$ cat src/rtl/ldq_pkg.sv
package ldq_pkg;

  // Per-slot status: slot in use, address known, data returned.
  typedef struct packed {
    logic busy;
    logic issued;
    logic done;
  } ldq_flags_t;

endpackage

$ cat src/rtl/ldq_line_cmp.sv
// Per-slot comparison of stored line addresses against a snoop line.
module ldq_line_cmp #(
  parameter int DEPTH  = 8,
  parameter int LINE_W = 26
) (
  input  logic [DEPTH-1:0][LINE_W-1:0] line_tab,
  input  logic [DEPTH-1:0]             watch,
  input  logic [LINE_W-1:0]            probe,
  output logic [DEPTH-1:0]             hit
);

  for (genvar g = 0; g < DEPTH; g++) begin : g_cmp
    assign hit[g] = watch[g] && (line_tab[g] == probe);
  end

endmodule

$ cat src/rtl/ldq_oldest_pick.sv
// Finds the lowest set bit of a request vector already rotated to head order.
module ldq_oldest_pick #(
  parameter int N = 8,
  localparam int OW = $clog2(N)
) (
  input  logic [N-1:0]  req,
  output logic          found,
  output logic [OW-1:0] off
);

  always_comb begin
    found = 1'b0;
    off   = '0;
    for (int i = N - 1; i >= 0; i--) begin
      if (req[i]) begin
        found = 1'b1;
        off   = OW'(i);
      end
    end
  end

endmodule

$ cat src/rtl/ldq_snoop_replay.sv
module ldq_snoop_replay
  import ldq_pkg::*;
#(
  parameter int DEPTH    = 8,
  parameter int PA_W     = 32,
  parameter int LINE_OFF = 6,
  parameter int DATA_W   = 32,
  parameter int AGE_W    = 6,
  localparam int IDXW    = $clog2(DEPTH),
  localparam int PTRW    = IDXW + 1,
  localparam int LINE_W  = PA_W - LINE_OFF
) (
  input  logic              clk,
  input  logic              rst,
  input  logic              alloc_i,
  output logic              alloc_ready_o,
  output logic [IDXW-1:0]   alloc_idx_o,
  output logic [AGE_W-1:0]  alloc_age_o,
  input  logic              addr_vld_i,
  input  logic [IDXW-1:0]   addr_idx_i,
  input  logic [LINE_W-1:0] addr_line_i,
  input  logic              data_vld_i,
  input  logic [IDXW-1:0]   data_idx_i,
  input  logic [DATA_W-1:0] data_i,
  input  logic              retire_i,
  output logic              head_done_o,
  output logic              retire_vld_o,
  output logic [DATA_W-1:0] retire_data_o,
  output logic [AGE_W-1:0]  retire_age_o,
  input  logic              snoop_vld_i,
  input  logic [LINE_W-1:0] snoop_line_i,
  output logic              squash_vld_o,
  output logic [AGE_W-1:0]  squash_age_o,
  output logic [IDXW-1:0]   squash_idx_o,
  output logic              full_o,
  output logic              empty_o
);

  ldq_flags_t              flags_q [DEPTH];
  logic [DEPTH-1:0][LINE_W-1:0] line_q;
  logic [AGE_W-1:0]        age_q   [DEPTH];
  logic [DATA_W-1:0]       dmem    [DEPTH];
  logic [PTRW-1:0]         head_q, tail_q;
  logic [AGE_W-1:0]        seq_q;

  logic [IDXW-1:0] head_idx;
  logic [PTRW-1:0] count_q;
  assign head_idx = head_q[IDXW-1:0];
  assign count_q  = tail_q - head_q;

  assign alloc_ready_o = !full_o;
  assign alloc_idx_o   = tail_q[IDXW-1:0];
  assign alloc_age_o   = seq_q;
  assign head_done_o   = flags_q[head_idx].busy && flags_q[head_idx].done;

  logic retire_fire;
  assign retire_fire = retire_i && head_done_o;

  // Completed loads still in the queue are exposed to snoops.
  logic [DEPTH-1:0] watch, hit_abs, hit_rel;
  always_comb begin
    for (int i = 0; i < DEPTH; i++) begin
      watch[i] = flags_q[i].busy && flags_q[i].done;
    end
  end

  ldq_line_cmp #(.DEPTH(DEPTH), .LINE_W(LINE_W)) cmp_i (
    .line_tab (line_q),
    .watch    (watch),
    .probe    (snoop_line_i),
    .hit      (hit_abs)
  );

  // Rotate to head order; a head retiring this cycle is out of reach.
  always_comb begin
    for (int i = 0; i < DEPTH; i++) begin
      hit_rel[i] = hit_abs[head_idx + IDXW'(i)];
    end
    if (retire_fire) hit_rel[0] = 1'b0;
  end

  logic            found;
  logic [IDXW-1:0] hit_off;
  ldq_oldest_pick #(.N(DEPTH)) pick_i (
    .req   (hit_rel),
    .found (found),
    .off   (hit_off)
  );

  logic            squash_hit;
  logic [IDXW-1:0] bad_slot;
  assign squash_hit = snoop_vld_i && found;
  assign bad_slot   = head_idx + hit_off;

  logic alloc_fire;
  assign alloc_fire = alloc_i && !full_o && !squash_hit;

  logic [PTRW-1:0]  head_n, tail_n, cnt_n;
  logic [AGE_W-1:0] seq_n;
  always_comb begin
    head_n = head_q + PTRW'(retire_fire);
    if (squash_hit) begin
      tail_n = head_q + PTRW'(hit_off);
      seq_n  = age_q[bad_slot];
    end else begin
      tail_n = tail_q + PTRW'(alloc_fire);
      seq_n  = seq_q + AGE_W'(alloc_fire);
    end
    cnt_n = tail_n - head_n;
  end

  // Slots from the offender up to the tail are released on a squash.
  logic [DEPTH-1:0] kill;
  always_comb begin
    for (int j = 0; j < DEPTH; j++) begin
      kill[j] = squash_hit
             && ((IDXW'(j) - head_idx) >= hit_off)
             && (PTRW'(IDXW'(j) - head_idx) < count_q);
    end
  end

  always_ff @(posedge clk) begin
    if (rst) begin
      head_q        <= '0;
      tail_q        <= '0;
      seq_q         <= '0;
      full_o        <= 1'b0;
      empty_o       <= 1'b1;
      retire_vld_o  <= 1'b0;
      retire_data_o <= '0;
      retire_age_o  <= '0;
      squash_vld_o  <= 1'b0;
      squash_age_o  <= '0;
      squash_idx_o  <= '0;
      for (int j = 0; j < DEPTH; j++) begin
        flags_q[j] <= '0;
        age_q[j]   <= '0;
        line_q[j]  <= '0;
      end
    end else begin
      head_q  <= head_n;
      tail_q  <= tail_n;
      seq_q   <= seq_n;
      full_o  <= (cnt_n == PTRW'(DEPTH));
      empty_o <= (cnt_n == '0);

      retire_vld_o <= retire_fire;
      if (retire_fire) begin
        retire_data_o <= dmem[head_idx];
        retire_age_o  <= age_q[head_idx];
      end

      squash_vld_o <= squash_hit;
      if (squash_hit) begin
        squash_age_o <= age_q[bad_slot];
        squash_idx_o <= bad_slot;
      end

      if (addr_vld_i && flags_q[addr_idx_i].busy) begin
        line_q[addr_idx_i]         <= addr_line_i;
        flags_q[addr_idx_i].issued <= 1'b1;
      end
      if (data_vld_i && flags_q[data_idx_i].busy && flags_q[data_idx_i].issued) begin
        flags_q[data_idx_i].done <= 1'b1;
      end
      if (alloc_fire) begin
        flags_q[tail_q[IDXW-1:0]] <= '{busy: 1'b1, issued: 1'b0, done: 1'b0};
        age_q[tail_q[IDXW-1:0]]   <= seq_q;
      end
      if (retire_fire) begin
        flags_q[head_idx] <= '0;
      end
      for (int j = 0; j < DEPTH; j++) begin
        if (kill[j]) flags_q[j] <= '0;
      end
    end
  end

  // Data storage without reset, one write port.
  always_ff @(posedge clk) begin
    if (data_vld_i) dmem[data_idx_i] <= data_i;
  end

  // the two occupancy flags never hold together.
  a_r3_full_empty_excl: assert property (@(posedge clk) disable iff (rst)
    !(full_o && empty_o));

  // a full queue without a squash keeps its allocation age.
  a_r3_no_alloc_when_full: assert property (@(posedge clk) disable iff (rst)
    (full_o && !squash_hit) |=> (alloc_age_o == $past(alloc_age_o)));

  // a retire request on a head without data yields no retirement.
  a_r4_retire_needs_data: assert property (@(posedge clk) disable iff (rst)
    (retire_i && !head_done_o) |=> !retire_vld_o);

  // an empty queue has no completed head.
  a_r4_empty_no_head: assert property (@(posedge clk) disable iff (rst)
    empty_o |-> !head_done_o);

  // nothing in the queue, nothing to squash.
  a_r7_empty_no_squash: assert property (@(posedge clk) disable iff (rst)
    (empty_o && snoop_vld_i) |=> !squash_vld_o);

  // the allocation pointer lands on the reported offender.
  a_r9_rewind_to_offender: assert property (@(posedge clk) disable iff (rst)
    squash_vld_o |-> (alloc_age_o == squash_age_o && alloc_idx_o == squash_idx_o));

endmodule

$ cat config.mk
export PLATFORM = sky130hd
export DESIGN_NAME = ldq_snoop_replay
export DESIGN_NICKNAME = d
export VERILOG_FILES = /design/src/rtl/ldq_pkg.sv /design/src/rtl/ldq_line_cmp.sv /design/src/rtl/ldq_oldest_pick.sv /design/src/rtl/ldq_snoop_replay.sv
export SDC_FILE = /design/constraint.sdc
export NUM_CORES = 1
export LEC_CHECK = 0
export ABC_CLOCK_PERIOD_IN_PS = 8700
export BUFFER_PORTS_ARGS = -buffer_cell sky130_fd_sc_hd__buf_4
export CAP_MARGIN = 5
export CORE_ASPECT_RATIO = 1.5
export CORE_MARGIN = 2
export CORE_UTILIZATION = 40
export CTS_CLUSTER_SIZE = 16
export DETAILED_ROUTE_END_ITERATION = 6
export GPL_ROUTABILITY_DRIVEN = 0
export PLACE_DENSITY_LB_ADDON = 0.25
export REMOVE_ABC_BUFFERS = 1
export SETUP_SLACK_MARGIN = 0.5
export SLEW_MARGIN = 20
export SYNTH_ARGS = -nofsm -noshare
export SYNTH_HDL_FRONTEND = slang
export SYNTH_SLANG_ARGS = --single-unit
$ cat constraint.sdc
create_clock -name clk -period 8.7 [get_ports clk]
set_input_delay 1.305 -clock clk [delete_from_list [all_inputs] [get_ports clk]]
set_output_delay 1.305 -clock clk [all_outputs]
set_load 0.02 [all_outputs]
==> results.json <==
{
  "drive_above_1_share_pct": 16.9,
  "finalCriticalPeriod_ns": 6.88,
  "via_per_inst": 5.68,
  "clock_sinks": 601,
  "status": "finished clean",
  "core_area_sq_mm": 0.0689,
  "grt_pass1_wl_um": 125000,
  "finalNetCount": 2716,
  "cts_made_buffers": 57,
  "synth_area_leaders": "edfxtp_1 33%, dfxtp_1 21%, mux4_2 8.5%",
  "synth-compound-area-share_pct": 8.90,
  "pre_cts_ws_ns": 1.34,
  "async_reset_ff_share_pct": 0,
  "port_buffers": 158,
  "synthMuxAreaShare_pct": 9.69,
  "layout_common_cells": "546 x nand2_1, 304 x edfxtp_1, 294 x dfxtp_1, 251 x a21oi_1, 192 x buf_4",
  "grt_setup_unrepaired": "no",
  "dpl.hpwl_um": 55200,
  "place_inst": 3405,
  "cts_setup_buffers": 0,
  "cp_cell_sequence": "buf_4 -> xor2_1 -> or4_1 -> nor4_1 -> and2_1 -> mux2i_1 -> mux4_2 -> o21ai_0 -> o21ai_0 -> a21bo_2 -> a21oi_1 -> ha_1 -> buf_4 -> a21oi_1 -> o21ai_0 -> a221oi_1 -> mux2i_1 -> o21ai_0 -> a221oi_1 -> nor4_4 -> nor4b_1 -> o211a_1",
  "tightestPinTransition_ns": 0.946,
  "multiInputGateArea_sq_mm": 0.0117,
  "cp-start-kind": "input port",
  "antenna_found_initial": 2,
  "cp.required_ns": 9.24,
  "syn-cell-area_sq_mm": 0.0278,
  "grt_pass1_vias": 19977,
  "netlist_instances": 2511,
  "min_path_type": "reg -> reg",
  "cpMaxStageDelayCell": "a221oi_1",
  "synth_ff_type": "edfxtp_1",
  "power.leakage_nw": 10.5,
  "final_core_util_pct": 45.5,
  "layout_commonest_cell": "nand2_1",
  "holdWs_ns": 0.464,
  "ctsResizeCount": 0,
  "cts_tree": "done",
  "clk_pin_slew_ns": 0.06,
  "htree_levels": 2,
  "peakVddDrop_mv": 0.159,
  "yosysTopAreaCell": "edfxtp_1",
  "start_util_pct": 40.4,
  "clk_path_buf_depth": 3,
  "post_drt_wl_per_cell_um": 23.8,
  "via_count": 19928,
  "drc_errors": 0,
  "rows": 118,
  "synth_fa_ha_area_share_pct": 2.55,
  "maxCapViolCount": 0,
  "power_density_mw_per_mm2": 189,
  "synth_top_family_by_area": "simple AND/OR/NAND/NOR gates",
  "drtAntennaViolNets": 0,
  "path_common_cell": "o21ai_0",
  "die_w_um": 219,
  "antenna_cells": 0,
  "crit_buf_inv": 2,
  "fin_crit_sh_pct": 79.0,
  "setup_ws_ns": 1.82,
  "die-area_sq_mm": 0.0718,
  "ys_seq_area_share_pct": 54.2,
  "max_freq_mhz": 145,
  "synth_xor_area_share_pct": 7.13,
  "yosys.area_share.simple_pct": 13.6,
  "drt_iter0_markers": 1622,
  "criticalPathCategory": "in -> reg",
  "insertion_delay_ns": 0.64,
  "regArea_sq_mm": 0.0151,
  "path_delay_family": "compound AO/OA/AOI/OAI gates",
  "die_h_um": 327,
  "grt_max_degree": 81,
  "synth.distinct_cells": 79,
  "drt-total-wl_um": 83500,
  "arrival_ns": 7.41,
  "synth_top_area_share_pct": 32.8,
  "hold_buffers": 0,
  "cp_slowest_stage_delay_ns": 0.73,
  "postSynthAreaPerCell_sq_um": 11.1,
  "ys_ff_latch": 601,
  "clockRootBuffer": "clkbuf_16",
  "cp_max_fo": 15,
  "io_pins": 159,
  "syn_to_final_growth_pct": 12.8,
  "finalSetupViolations": 0,
  "fill_cells": 6291,
  "fin_cells": 3509,
  "synth-edff-count": 304,
  "grt.overflow.total": 0,
  "yosysWarningCount": 0,
  "critPathCaptureType": "register",
  "skew_ns": 0.0295,
  "drt-pass1-iter-count": 5,
  "relSlewSlack_pct": 36.8,
  "grtUsageTotal_pct": 23.2,
  "slew_violations": 0,
  "finalHoldViolCount": 0
}
## per-layer routing
metal  up-vias  global-route usage, %  wire, um
met5         -                      0        26
met4         4                   11.7      4440
met3       201                   4.14      5310
met2       761                   40.0     42100
met1      9947                   27.5     31700
li1       9015                      -         -
## synth_stat cells (7+ instances only)
cell,n
nand2_1,546
edfxtp_1,304
dfxtp_1,297
a21oi_1,251
xnor2_1,151
clkbuf_1,121
mux4_2,105
nor2_1,100
xor2_1,72
buf_4,54
ha_1,52
nor4_1,44
a311oi_1,38
nand4_1,35
nand3_1,31
inv_1,28
nor3_1,26
o21a_1,20
mux2i_1,16
o21ai_0,16
and3_1,15
a21o_1,14
and2_1,14
buf_1,14
mux2_2,14
nor2b_1,9
a21boi_0,8
nand2b_1,8
a211oi_1,7
a221oi_1,7
buf_2,7
## final cells by class
type	instances	area share, %
Inverter	33	0.394
Timing Repair Buffer	193	4.64
Clock buffer	77	5.14
Sequential cell	601	48.0
Multi-Input combinational cell	1678	37.4
Tap cell	900	3.59
Clock inverter	27	0.813
## cells by family after synthesis
family	Yosys count
AO/OA/AOI/OAI	400
AND/OR/NAND/NOR	862
XOR/XNOR	225
multiplexers	136
buffers and inverters	232
adder cells (fa/ha/maj)	55
flip-flops	601
## stage by stage
stage / power, mW / instance area, sq um / TNS, ns
after floorplan: 3.26 / 26900 / -186.18
after global placement: 3.46 / 29500 / 0
after detailed placement: 3.47 / 29500 / 0
after CTS: 5.97 / 31400 / 0
after global routing: 6.11 / 31400 / 0
final: 5.93 / 31400 / 0
## where the power goes
group          internal, mW  leakage [nW]  switching, mW
Combinational         0.124          4.40          0.235
Clock                  1.42         0.914           1.10
Sequential             3.03          5.22         0.0251
Total                  4.57          10.5           1.36
## final timing paths
check | startpoint | cells past startpoint | slack, ns | to
worst max-delay path | snoop_line_i[2] | 22 | 1.82 | flags_q[5][0]
worst min-delay path | squash_age_o[4] | 1 | 0.46 | squash_age_o[4]
worst max register to register | head_q[0] | 22 | 2.02 | empty_o
worst min register to register | squash_age_o[4] | 1 | 0.46 | squash_age_o[4]
## flip-flops by register name, summed over array words and instances, names as in the netlist, 3 cells and up
signal and cells:
dmem 256, age_q 48, alloc_age_o 6, head_q 4
tail_q 4, squash_age_o 6, retire_data_o 32, squash_idx_o 3
line_q 208, flags_q 24, retire_age_o 6
Power figures use the tool's default switching activity.
